**config.mk**
```make
export PLATFORM = sky130hd
export DESIGN_NAME = acq_regif
export DESIGN_NICKNAME = d
export VERILOG_FILES = /design/src/rtl/acq_regif_pkg.sv /design/src/rtl/acq_regif_wregs.sv /design/src/rtl/acq_regif_tag.sv /design/src/rtl/acq_regif_strobe.sv /design/src/rtl/acq_regif_rdmux.sv /design/src/rtl/acq_regif.sv
export SDC_FILE = /design/constraint.sdc
export NUM_CORES = 1
export LEC_CHECK = 0
export ABC_CLOCK_PERIOD_IN_PS = 1500
export BUFFER_PORTS_ARGS = -buffer_cell sky130_fd_sc_hd__clkbuf_2
export CAP_MARGIN = 20
export CELL_PAD_IN_SITES_DETAIL_PLACEMENT = 1
export CELL_PAD_IN_SITES_GLOBAL_PLACEMENT = 2
export CORE_MARGIN = 1.5
export CORE_UTILIZATION = 23
export DETAILED_ROUTE_END_ITERATION = 16
export GPL_TIMING_DRIVEN = 0
export PLACE_DENSITY_LB_ADDON = 0.1
export RECOVER_POWER = 100
export SYNTH_ARGS = -nofsm -noshare
export SYNTH_HDL_FRONTEND = slang
export SYNTH_HIERARCHICAL = 1
export SYNTH_SLANG_ARGS = --single-unit
```
**constraint.sdc**
```tcl
create_clock -name clk -period 1.5 [get_ports clk]
set_clock_uncertainty 0.05 [all_clocks]
set_input_delay 0.15 -clock clk [delete_from_list [all_inputs] [get_ports clk]]
set_output_delay 0.15 -clock clk [all_outputs]
set_load 0.03 [all_outputs]
```
**src/rtl/acq_regif_pkg.sv**
```systemverilog
// Package: shared widths, offsets and the control field type for acq_regif.
// Assumes a 6-bit byte address space with word-aligned registers.
package acq_regif_pkg;
    localparam int ADDR_W   = 6;
    localparam int DATA_W   = 16;
    localparam int CHAN_W   = 5;
    localparam int TAG_W    = 4;
    localparam int GAIN_W   = 2;
    localparam int SAMPLE_W = 12;
    localparam int NTIMER   = 3;
    localparam int SRC_W    = 3;
    localparam int MODE_W   = 2;

    localparam logic [ADDR_W-1:0] OFS_CHAN = 6'h10; // write: channel, read: status
    localparam logic [ADDR_W-1:0] OFS_GAIN = 6'h14;
    localparam logic [ADDR_W-1:0] OFS_CTRL = 6'h18;
    localparam logic [ADDR_W-1:0] OFS_CMD  = 6'h1C; // write: trigger, read: irq clear
    localparam logic [ADDR_W-1:0] OFS_DIO  = 6'h20;
    localparam logic [ADDR_W-1:0] OFS_RES  = 6'h30;

    typedef struct packed {
        logic [SRC_W-1:0]  irq_src;
        logic [MODE_W-1:0] trig_mode;
    } ctrl_t;
endpackage

```
**src/rtl/acq_regif_wregs.sv**
```systemverilog
// Module: write-side register file (channel, gain, control, output latch).
// Assumes at most one write per cycle; the strap is sampled at write time.
module acq_regif_wregs
    import acq_regif_pkg::*;
#(
    parameter int CW = CHAN_W,
    parameter int GW = GAIN_W,
    parameter int DW = DATA_W
) (
    input  logic              clk,
    input  logic              rst_n,
    input  logic              wr_en,
    input  logic [ADDR_W-1:0] addr,
    input  logic [DW-1:0]     wdata,
    input  logic              se_strap,
    output logic [CW-1:0]     chan_sel,
    output logic [GW-1:0]     gain_sel,
    output ctrl_t             ctrl,
    output logic [DW-1:0]     dout
);
    localparam int CTRL_W = $bits(ctrl_t);

    logic [CW-1:0] chan_masked;

    // Keep one channel bit fewer when the inputs are wired differentially.
    always_comb begin
        chan_masked = wdata[CW-1:0];
        if (!se_strap)
            chan_masked[CW-1] = 1'b0;
    end

    // Channel select register.
    always_ff @(posedge clk) begin
        if (!rst_n)
            chan_sel <= '0;
        else if (wr_en && addr == OFS_CHAN)
            chan_sel <= chan_masked;
    end

    // Gain code register, low bits only.
    always_ff @(posedge clk) begin
        if (!rst_n)
            gain_sel <= '0;
        else if (wr_en && addr == OFS_GAIN)
            gain_sel <= wdata[GW-1:0];
    end

    // Interrupt source and trigger mode register.
    always_ff @(posedge clk) begin
        if (!rst_n)
            ctrl <= '0;
        else if (wr_en && addr == OFS_CTRL)
            ctrl <= ctrl_t'(wdata[CTRL_W-1:0]);
    end

    // Digital output latch.
    always_ff @(posedge clk) begin
        if (!rst_n)
            dout <= '0;
        else if (wr_en && addr == OFS_DIO)
            dout <= wdata;
    end
endmodule

```
**src/rtl/acq_regif_tag.sv**
```systemverilog
// Module: captures the channel tag when a conversion starts.
// Assumes conv_busy is synchronous to clk and rises once per conversion.
module acq_regif_tag
    import acq_regif_pkg::*;
#(
    parameter int TW = TAG_W
) (
    input  logic          clk,
    input  logic          rst_n,
    input  logic          conv_busy,
    input  logic [TW-1:0] chan_lo,
    output logic [TW-1:0] tag
);
    logic busy_q;

    // Previous busy level, used for start detection.
    always_ff @(posedge clk) begin
        if (!rst_n)
            busy_q <= 1'b0;
        else
            busy_q <= conv_busy;
    end

    // Take the channel on the first busy cycle of a conversion.
    always_ff @(posedge clk) begin
        if (!rst_n)
            tag <= '0;
        else if (conv_busy && !busy_q)
            tag <= chan_lo;
    end
endmodule

```
**src/rtl/acq_regif_strobe.sv**
```systemverilog
// Module: registered one-cycle strobes, one per command hit.
// Assumes each hit input is high for a single cycle per access.
module acq_regif_strobe #(
    parameter int N = 2
) (
    input  logic         clk,
    input  logic         rst_n,
    input  logic [N-1:0] hit,
    output logic [N-1:0] pulse
);
    for (genvar i = 0; i < N; i++) begin : g_stb
        // Delay the access hit by one register stage.
        always_ff @(posedge clk) begin
            if (!rst_n)
                pulse[i] <= 1'b0;
            else
                pulse[i] <= hit[i];
        end
    end
endmodule

```
**src/rtl/acq_regif_rdmux.sv**
```systemverilog
// Module: read data selection for status, digital inputs and results.
// Assumes rdata is sampled in the same cycle as rd_en; idle output is 0.
module acq_regif_rdmux
    import acq_regif_pkg::*;
#(
    parameter int DW = DATA_W,
    parameter int GW = GAIN_W,
    parameter int TW = TAG_W,
    parameter int SW = SAMPLE_W,
    parameter int NT = NTIMER
) (
    input  logic              rd_en,
    input  logic [ADDR_W-1:0] addr,
    input  logic [GW-1:0]     gain_sel,
    input  logic [NT-1:0]     timer_out,
    input  logic              se_strap,
    input  logic              conv_busy,
    input  logic [DW-1:0]     din,
    input  logic [TW-1:0]     tag,
    input  logic [SW-1:0]     conv_data,
    output logic [DW-1:0]     rdata
);
    localparam int STAT_W = GW + NT + 3;

    logic [STAT_W-1:0] status;

    // Pack the status fields; timer 2 sits below timers 0 and 1.
    always_comb begin
        status = {gain_sel, timer_out[1], timer_out[0], timer_out[2],
                  1'b0, se_strap, ~conv_busy};
    end

    // Select the read source by offset.
    always_comb begin
        rdata = '0;
        if (rd_en) begin
            case (addr)
                OFS_CHAN: rdata = DW'(status);
                OFS_DIO:  rdata = din;
                OFS_RES:  rdata = {tag, conv_data};
                default:  rdata = '0;
            endcase
        end
    end
endmodule

```
**src/rtl/acq_regif.sv**
```systemverilog
// Module: top of the acquisition card register interface.
// Assumes one bus access per cycle and synchronous inputs.
module acq_regif
    import acq_regif_pkg::*;
#(
    parameter int DW = DATA_W,
    parameter int CW = CHAN_W,
    parameter int TW = TAG_W,
    parameter int GW = GAIN_W,
    parameter int SW = SAMPLE_W,
    parameter int NT = NTIMER
) (
    input  logic              clk,
    input  logic              rst_n,
    input  logic [ADDR_W-1:0] addr,
    input  logic              wr_en,
    input  logic              rd_en,
    input  logic [DW-1:0]     wdata,
    output logic [DW-1:0]     rdata,
    input  logic [SW-1:0]     conv_data,
    input  logic              conv_busy,
    input  logic [NT-1:0]     timer_out,
    input  logic              se_strap,
    input  logic [DW-1:0]     din,
    output logic [DW-1:0]     dout,
    output logic [CW-1:0]     chan_sel,
    output logic [GW-1:0]     gain_sel,
    output logic [SRC_W-1:0]  irq_src,
    output logic [MODE_W-1:0] trig_mode,
    output logic              sw_trig,
    output logic              irq_clr
);
    ctrl_t         ctrl;
    logic [TW-1:0] tag;
    logic [1:0]    cmd_hit;
    logic [1:0]    cmd_pulse;

    acq_regif_wregs #(.CW(CW), .GW(GW), .DW(DW)) u_wregs (
        .clk(clk), .rst_n(rst_n), .wr_en(wr_en), .addr(addr), .wdata(wdata),
        .se_strap(se_strap), .chan_sel(chan_sel), .gain_sel(gain_sel),
        .ctrl(ctrl), .dout(dout)
    );

    acq_regif_tag #(.TW(TW)) u_tag (
        .clk(clk), .rst_n(rst_n), .conv_busy(conv_busy),
        .chan_lo(chan_sel[TW-1:0]), .tag(tag)
    );

    // Command hits: bit 0 trigger write, bit 1 clear read.
    always_comb begin
        cmd_hit[0] = wr_en && (addr == OFS_CMD);
        cmd_hit[1] = rd_en && (addr == OFS_CMD);
    end

    acq_regif_strobe #(.N(2)) u_strobe (
        .clk(clk), .rst_n(rst_n), .hit(cmd_hit), .pulse(cmd_pulse)
    );

    acq_regif_rdmux #(.DW(DW), .GW(GW), .TW(TW), .SW(SW), .NT(NT)) u_rdmux (
        .rd_en(rd_en), .addr(addr), .gain_sel(gain_sel), .timer_out(timer_out),
        .se_strap(se_strap), .conv_busy(conv_busy), .din(din), .tag(tag),
        .conv_data(conv_data), .rdata(rdata)
    );

    // Route the control fields and strobes to the ports.
    always_comb begin
        irq_src   = ctrl.irq_src;
        trig_mode = ctrl.trig_mode;
        sw_trig   = cmd_pulse[0];
        irq_clr   = cmd_pulse[1];
    end
endmodule

```
* Word-level counts from Yosys, hierarchy flattened
Index checks and enable logic that the tools add are counted.
Widths: inputs -> output; s select.
** Operators by class
- Equal/unequal tests :: 6
- Multiplexer cells :: 3
- Bitwise operators :: 1
- Reduce and logical (&&, ||, !) cells :: 8
** Operators with widths (count)
- $pmux 16 s3 :: 1
- $eq 6x5->1 const B :: 4
- $mux 16 :: 1
- $eq 6x6->1 const B :: 2
- $logic_and 1x1->1 :: 7
- $logic_not 1->1 :: 1
- $mux 1 :: 1
- $not 1->1 :: 1
** Word-level totals
- Register bits :: 35
- Bits of input ports :: 59
- Output and inout port bits :: 46

* Depth between registers and ports, before layout
- Depth after elaboration :: 3
- Depth in mapped cells :: 5
- Gate-level depth less buffers :: 3

* Modules after synthesis
The synthesis kept the hierarchy.
** Modules (own cells, without submodules)
- acq_regif_wregs :: instances 1, cells an instance 116, area each 1131.1 um2, seq. area each 560.5 um2
- acq_regif_rdmux :: instances 1, cells an instance 48, area each 364.1 um2, seq. area each 0.0 um2
- acq_regif_tag :: instances 1, cells an instance 21, area each 193.9 um2, seq. area each 100.1 um2
- acq_regif_strobe :: instances 1, cells an instance 4, area each 52.6 um2, seq. area each 40.0 um2
- acq_regif :: instances 1, cells an instance 3, area each 32.5 um2, seq. area each 0.0 um2

* Worst setup path after synthesis
Ideal clock, no wire load.
- Path type :: flip-flop to output port
- From :: register u_wregs.gain_sel[1]
- To :: output rdata[7]
- Data arrival time :: 1187 ps
- Path slack :: 113 ps
- Stages on the path, launching flop included :: 4
- Buffers on the path :: 0
- Cells stage by stage :: dfxtp_1 > mux2_4 > a22oi_2 > nor2_1
** Between the ends
- Word-level cells in the longest chain between the ends :: 2
** Ends and longest elaborated chain
- start: declaration :: line acq_regif_wregs.sv:17 : output logic [GW-1:0] gain_sel,
- start signal: assignment :: line acq_regif_wregs.sv:45 : gain_sel <= wdata[GW-1:0];
- $pmux 16 s3 :: line acq_regif_rdmux.sv:37 : case (addr)
- $mux 16 :: line acq_regif_rdmux.sv:36 : if (rd_en) begin
- end: declaration :: line acq_regif.sv:19 : output logic [DW-1:0] rdata,
Every way passes these cells.

* Worst setup path after layout
Ends and elaborated chain as after synthesis.

==> summary.md <==
| Metric | Value |
|---|---|
| Slowest cell on crit path | dfxtp_2 |
| Synth warn | 6 |
| FMAX | slightly below 700 MHz |
| Fin crit period | about 1.5 ns |
| Reg-to-reg startpoint | u_tag/busy_q |
| Mapped Area | between 0.0015 and 0.002 mm² |
| Pwr dens | 783 mW/mm² |
| Worst path max stage delay | around 0.33 ns |
| Max IR drop VDD | 0.335 mV |
| Worst R2R End | u_tag/tag[1] |
| Final hold violations | 0 |
| Min Hold Slack | between 0.03 and 0.04 ns |
| CTS Sinks | 35 |
| Critical-path maximum fanout | 2 |
| Yosys reg bits | 35 |
| Most frequent cells in the layout | 69 x clkbuf_2, 53 x nand2_1, 41 x mux2i_1 |
| Initial DRT Pass Iterations | 4 |
| Cts hold-fix bufs | 0 |
| Vias in the first global route | around 1700 |
| HP Start | wdata[7] |
| Primary FF master, synth | dfxtp_1 |
| Arrival time at the worst endpoint | 1.26 ns |
| Seq/Total Area, Yosys | between 30% and 40% |
| Clk Latency, worst-skew pair | 0.28 ns |
| Total of max-cap violations | 0 |
| Die area | between 0.008 and 0.009 mm² |
| Share of layout cells above drive strength 1 | between 30% and 40% |
| GRT Total Usage | a little over an eighth |
| Worst-path clk slew | ~0.070 ns |
| Multi-input gate area | ~970 µm² |
| GPL Wtd Cong | ~0.7 |
| Post-DP HPWL | around 4300 µm |
| Core ar. | around 0.0074 mm² |
| FF-to-FF setup slack | roughly 0.5 ns |
| Antenna cell count | 0 |
| Crit start category | register |
| IO Port Bufs | between 100 and 150 |
| Die Span Y | about 90 µm |
| Worst Hold Depth | 3 |
| Status | finished clean |
| DR DRC count | 0 |
| Max Slew Vio Count | 0 |
| R2R depth | 3 |
| Vias/cell | 4.32 |
| Worst Tran Pin Value | between 0.5 and 0.6 ns |
| Via count | between 1500 and 2000 |
| Final instance count without filler cells | around 410 |
| Row cnt | 31 |
| Final period util | 97.6% |
| Top cell type's share of synthesized area | 39.5% |
| First-pass GRT wire length | 9070 µm |
| Final wirelength | 5460 µm |
| Syn nets | 251 |
| Commonest non-fill, non-tap cell in the layout | clkbuf_2 |
| Storage cell area | 703 µm² |
| Post-synth cell types | 29 |
| Slew HR | between 60% and 70% |
| Worst hold path endpoint | u_wregs/dout[7] |
| Routed length per instance | between 10 and 15 µm |
| Crit end category | output port |
| Grt total ovfl | 0 |
| Pleak | 0.00110 µW |
| RSZ-0062 raised after global routing | true |
| Synth area leaders | dfxtp_1 39%, mux2i_1 23%, nand2_1 11% |
| EDFF count, synth | 0 |
| Placed cell count | roughly 400 |
| Die width | around 91 µm |
| Clock Tree Buf Depth | 2 |
| CTS tree | done |
| Crit Path Class | reg2out |
| Avg Inst Size Synth | approximately 9 µm² |
| Initial antenna violation count | 0 |
| Cells after Synth | 192 |
| Total I/O pin count | 105 |
| Fillers | 941 |
| Ys async rst share | 0% |
| CTS Buf Count | 5 |
| Area leader, netlist | dfxtp_1 |
| Finish-stage setup viols | 0 |
| CP Cell Sequence | mux2_4 -> a22oi_2 -> nor2_1 -> clkbuf_8 |
| WP data required | ~1.3 ns |
| Hold Path Class | in2reg |
| Initial core utilization | about a quarter |
| CTS H-tree lvls | 2 |
| DRT iter0 DRCs | 25 |
| Nets | 364 |
| Antenna viol nets, final | 0 |
| Root buffer cell | clkbuf_8 |
| Largest net degree at the start of global routing | 11 |
| P&R area growth vs syn | 40.5% |
-- critical path, delay by kind of cell, from the launching register on --
| family | cells | cell delay, ns |
|---|---|---|
| simple gates | 1 | 0.06 |
| flops | 1 | 0.33 |
| compound gates | 1 | 0.15 |
| mux | 1 | 0.27 |
| buf+inv | 1 | 0.17 |
-- layout make-up --
class | instances | area share (%)
multi-input cells | 143 | 39.1
flip-flops and latches | 35 | 28.2
repair buffers | 106 | 20.4
well taps | 99 | 4.97
clock buffers | 8 | 4.01
plain buffers | 14 | 3.31
-- Yosys cell counts, types with 2 or more instances --
library cell / number
mux2_2: 4
clkbuf_1: 4
and4b_1: 3
a22oi_1: 5
dfxtp_1: 35
and4_1: 2
nand2_1: 53
and2_1: 2
mux2i_1: 41
nor2_1: 17
buf_4: 4
nor4b_2: 2
nor2b_1: 2
buf_2: 3
-- flip-flops by register name, indices dropped and copies added, names as in the netlist --
register	cells
u_wregs/chan_sel	5
u_tag/tag	4
u_strobe/pulse	2
u_tag/busy_q	1
u_wregs/ctrl	5
u_wregs/gain_sel	2
u_wregs/dout	16
-- routing by layer --
| metal | vias to the layer above | track usage [%] | wire length [µm] |
|---|---|---|---|
| met1 | 795 | 17.8 | 2560 |
| met3 | 5 | 4.04 | 426 |
| li1 | 877 | - | - |
| met5 | - | 0 | 0 |
| met2 | 74 | 21.9 | 2430 |
| met4 | 0 | 3.13 | 46 |
-- power by group --
group	leakage, µW	switching, µW	internal (µW)
Sequential	0.000283	2.21	933
Clock	0.0000515	346	420
Combinational	0.000766	130	120
Total	0.00110	479	1470
-- how the worst max path moves through the flow --
stage | end | slack [ns] | startpoint | depth (start not counted)
floorplan | rdata[7] | 0.11 | u_wregs/gain_sel[1] | 3
global route | rdata[7] | -0.02 | u_wregs/gain_sel[1] | 4
CTS | rdata[6] | 0.001 | u_wregs/gain_sel[0] | 4
finish | rdata[7] | 0.04 | u_wregs/gain_sel[1] | 4
global placement | rdata[13] | 0.05 | addr[1] | 5
detailed placement | rdata[12] | 0.06 | addr[1] | 5
-- through the flow --
step	util, %	power (µW)	TNS, ns	area (µm²)	setup WS [ns]
2_1_floorplan	-	1090	0	1770	0.113
3_3_place_gp	32.8	1210	0	2420	0.0486
3_5_place_dp	32.8	1210	0	2420	0.0566
4_1_cts	34.4	2000	0	2540	0.00119
5_1_grt	33.8	2070	-0.0537	2490	-0.0231
6_report	33.8	1950	0	2490	0.0359
-- timing repair --
action | in CTS | in global routing
setup buffers | 1 | 1
resized for setup | 4 | 10
endpoints found under the setup margin | 2 | 14
pin swaps | 2 | 2
-- cell families (layout without fill, tap and decap cells) --
family	count (synthesis)	after routing	share of synthesized area, %
simple gates	89	89	24.6
mux	47	47	27.2
flops	35	35	39.5
buf+inv	14	128	5.43
compound gates	7	7	3.31
Note: power is estimated with default switching activity, not from simulation.
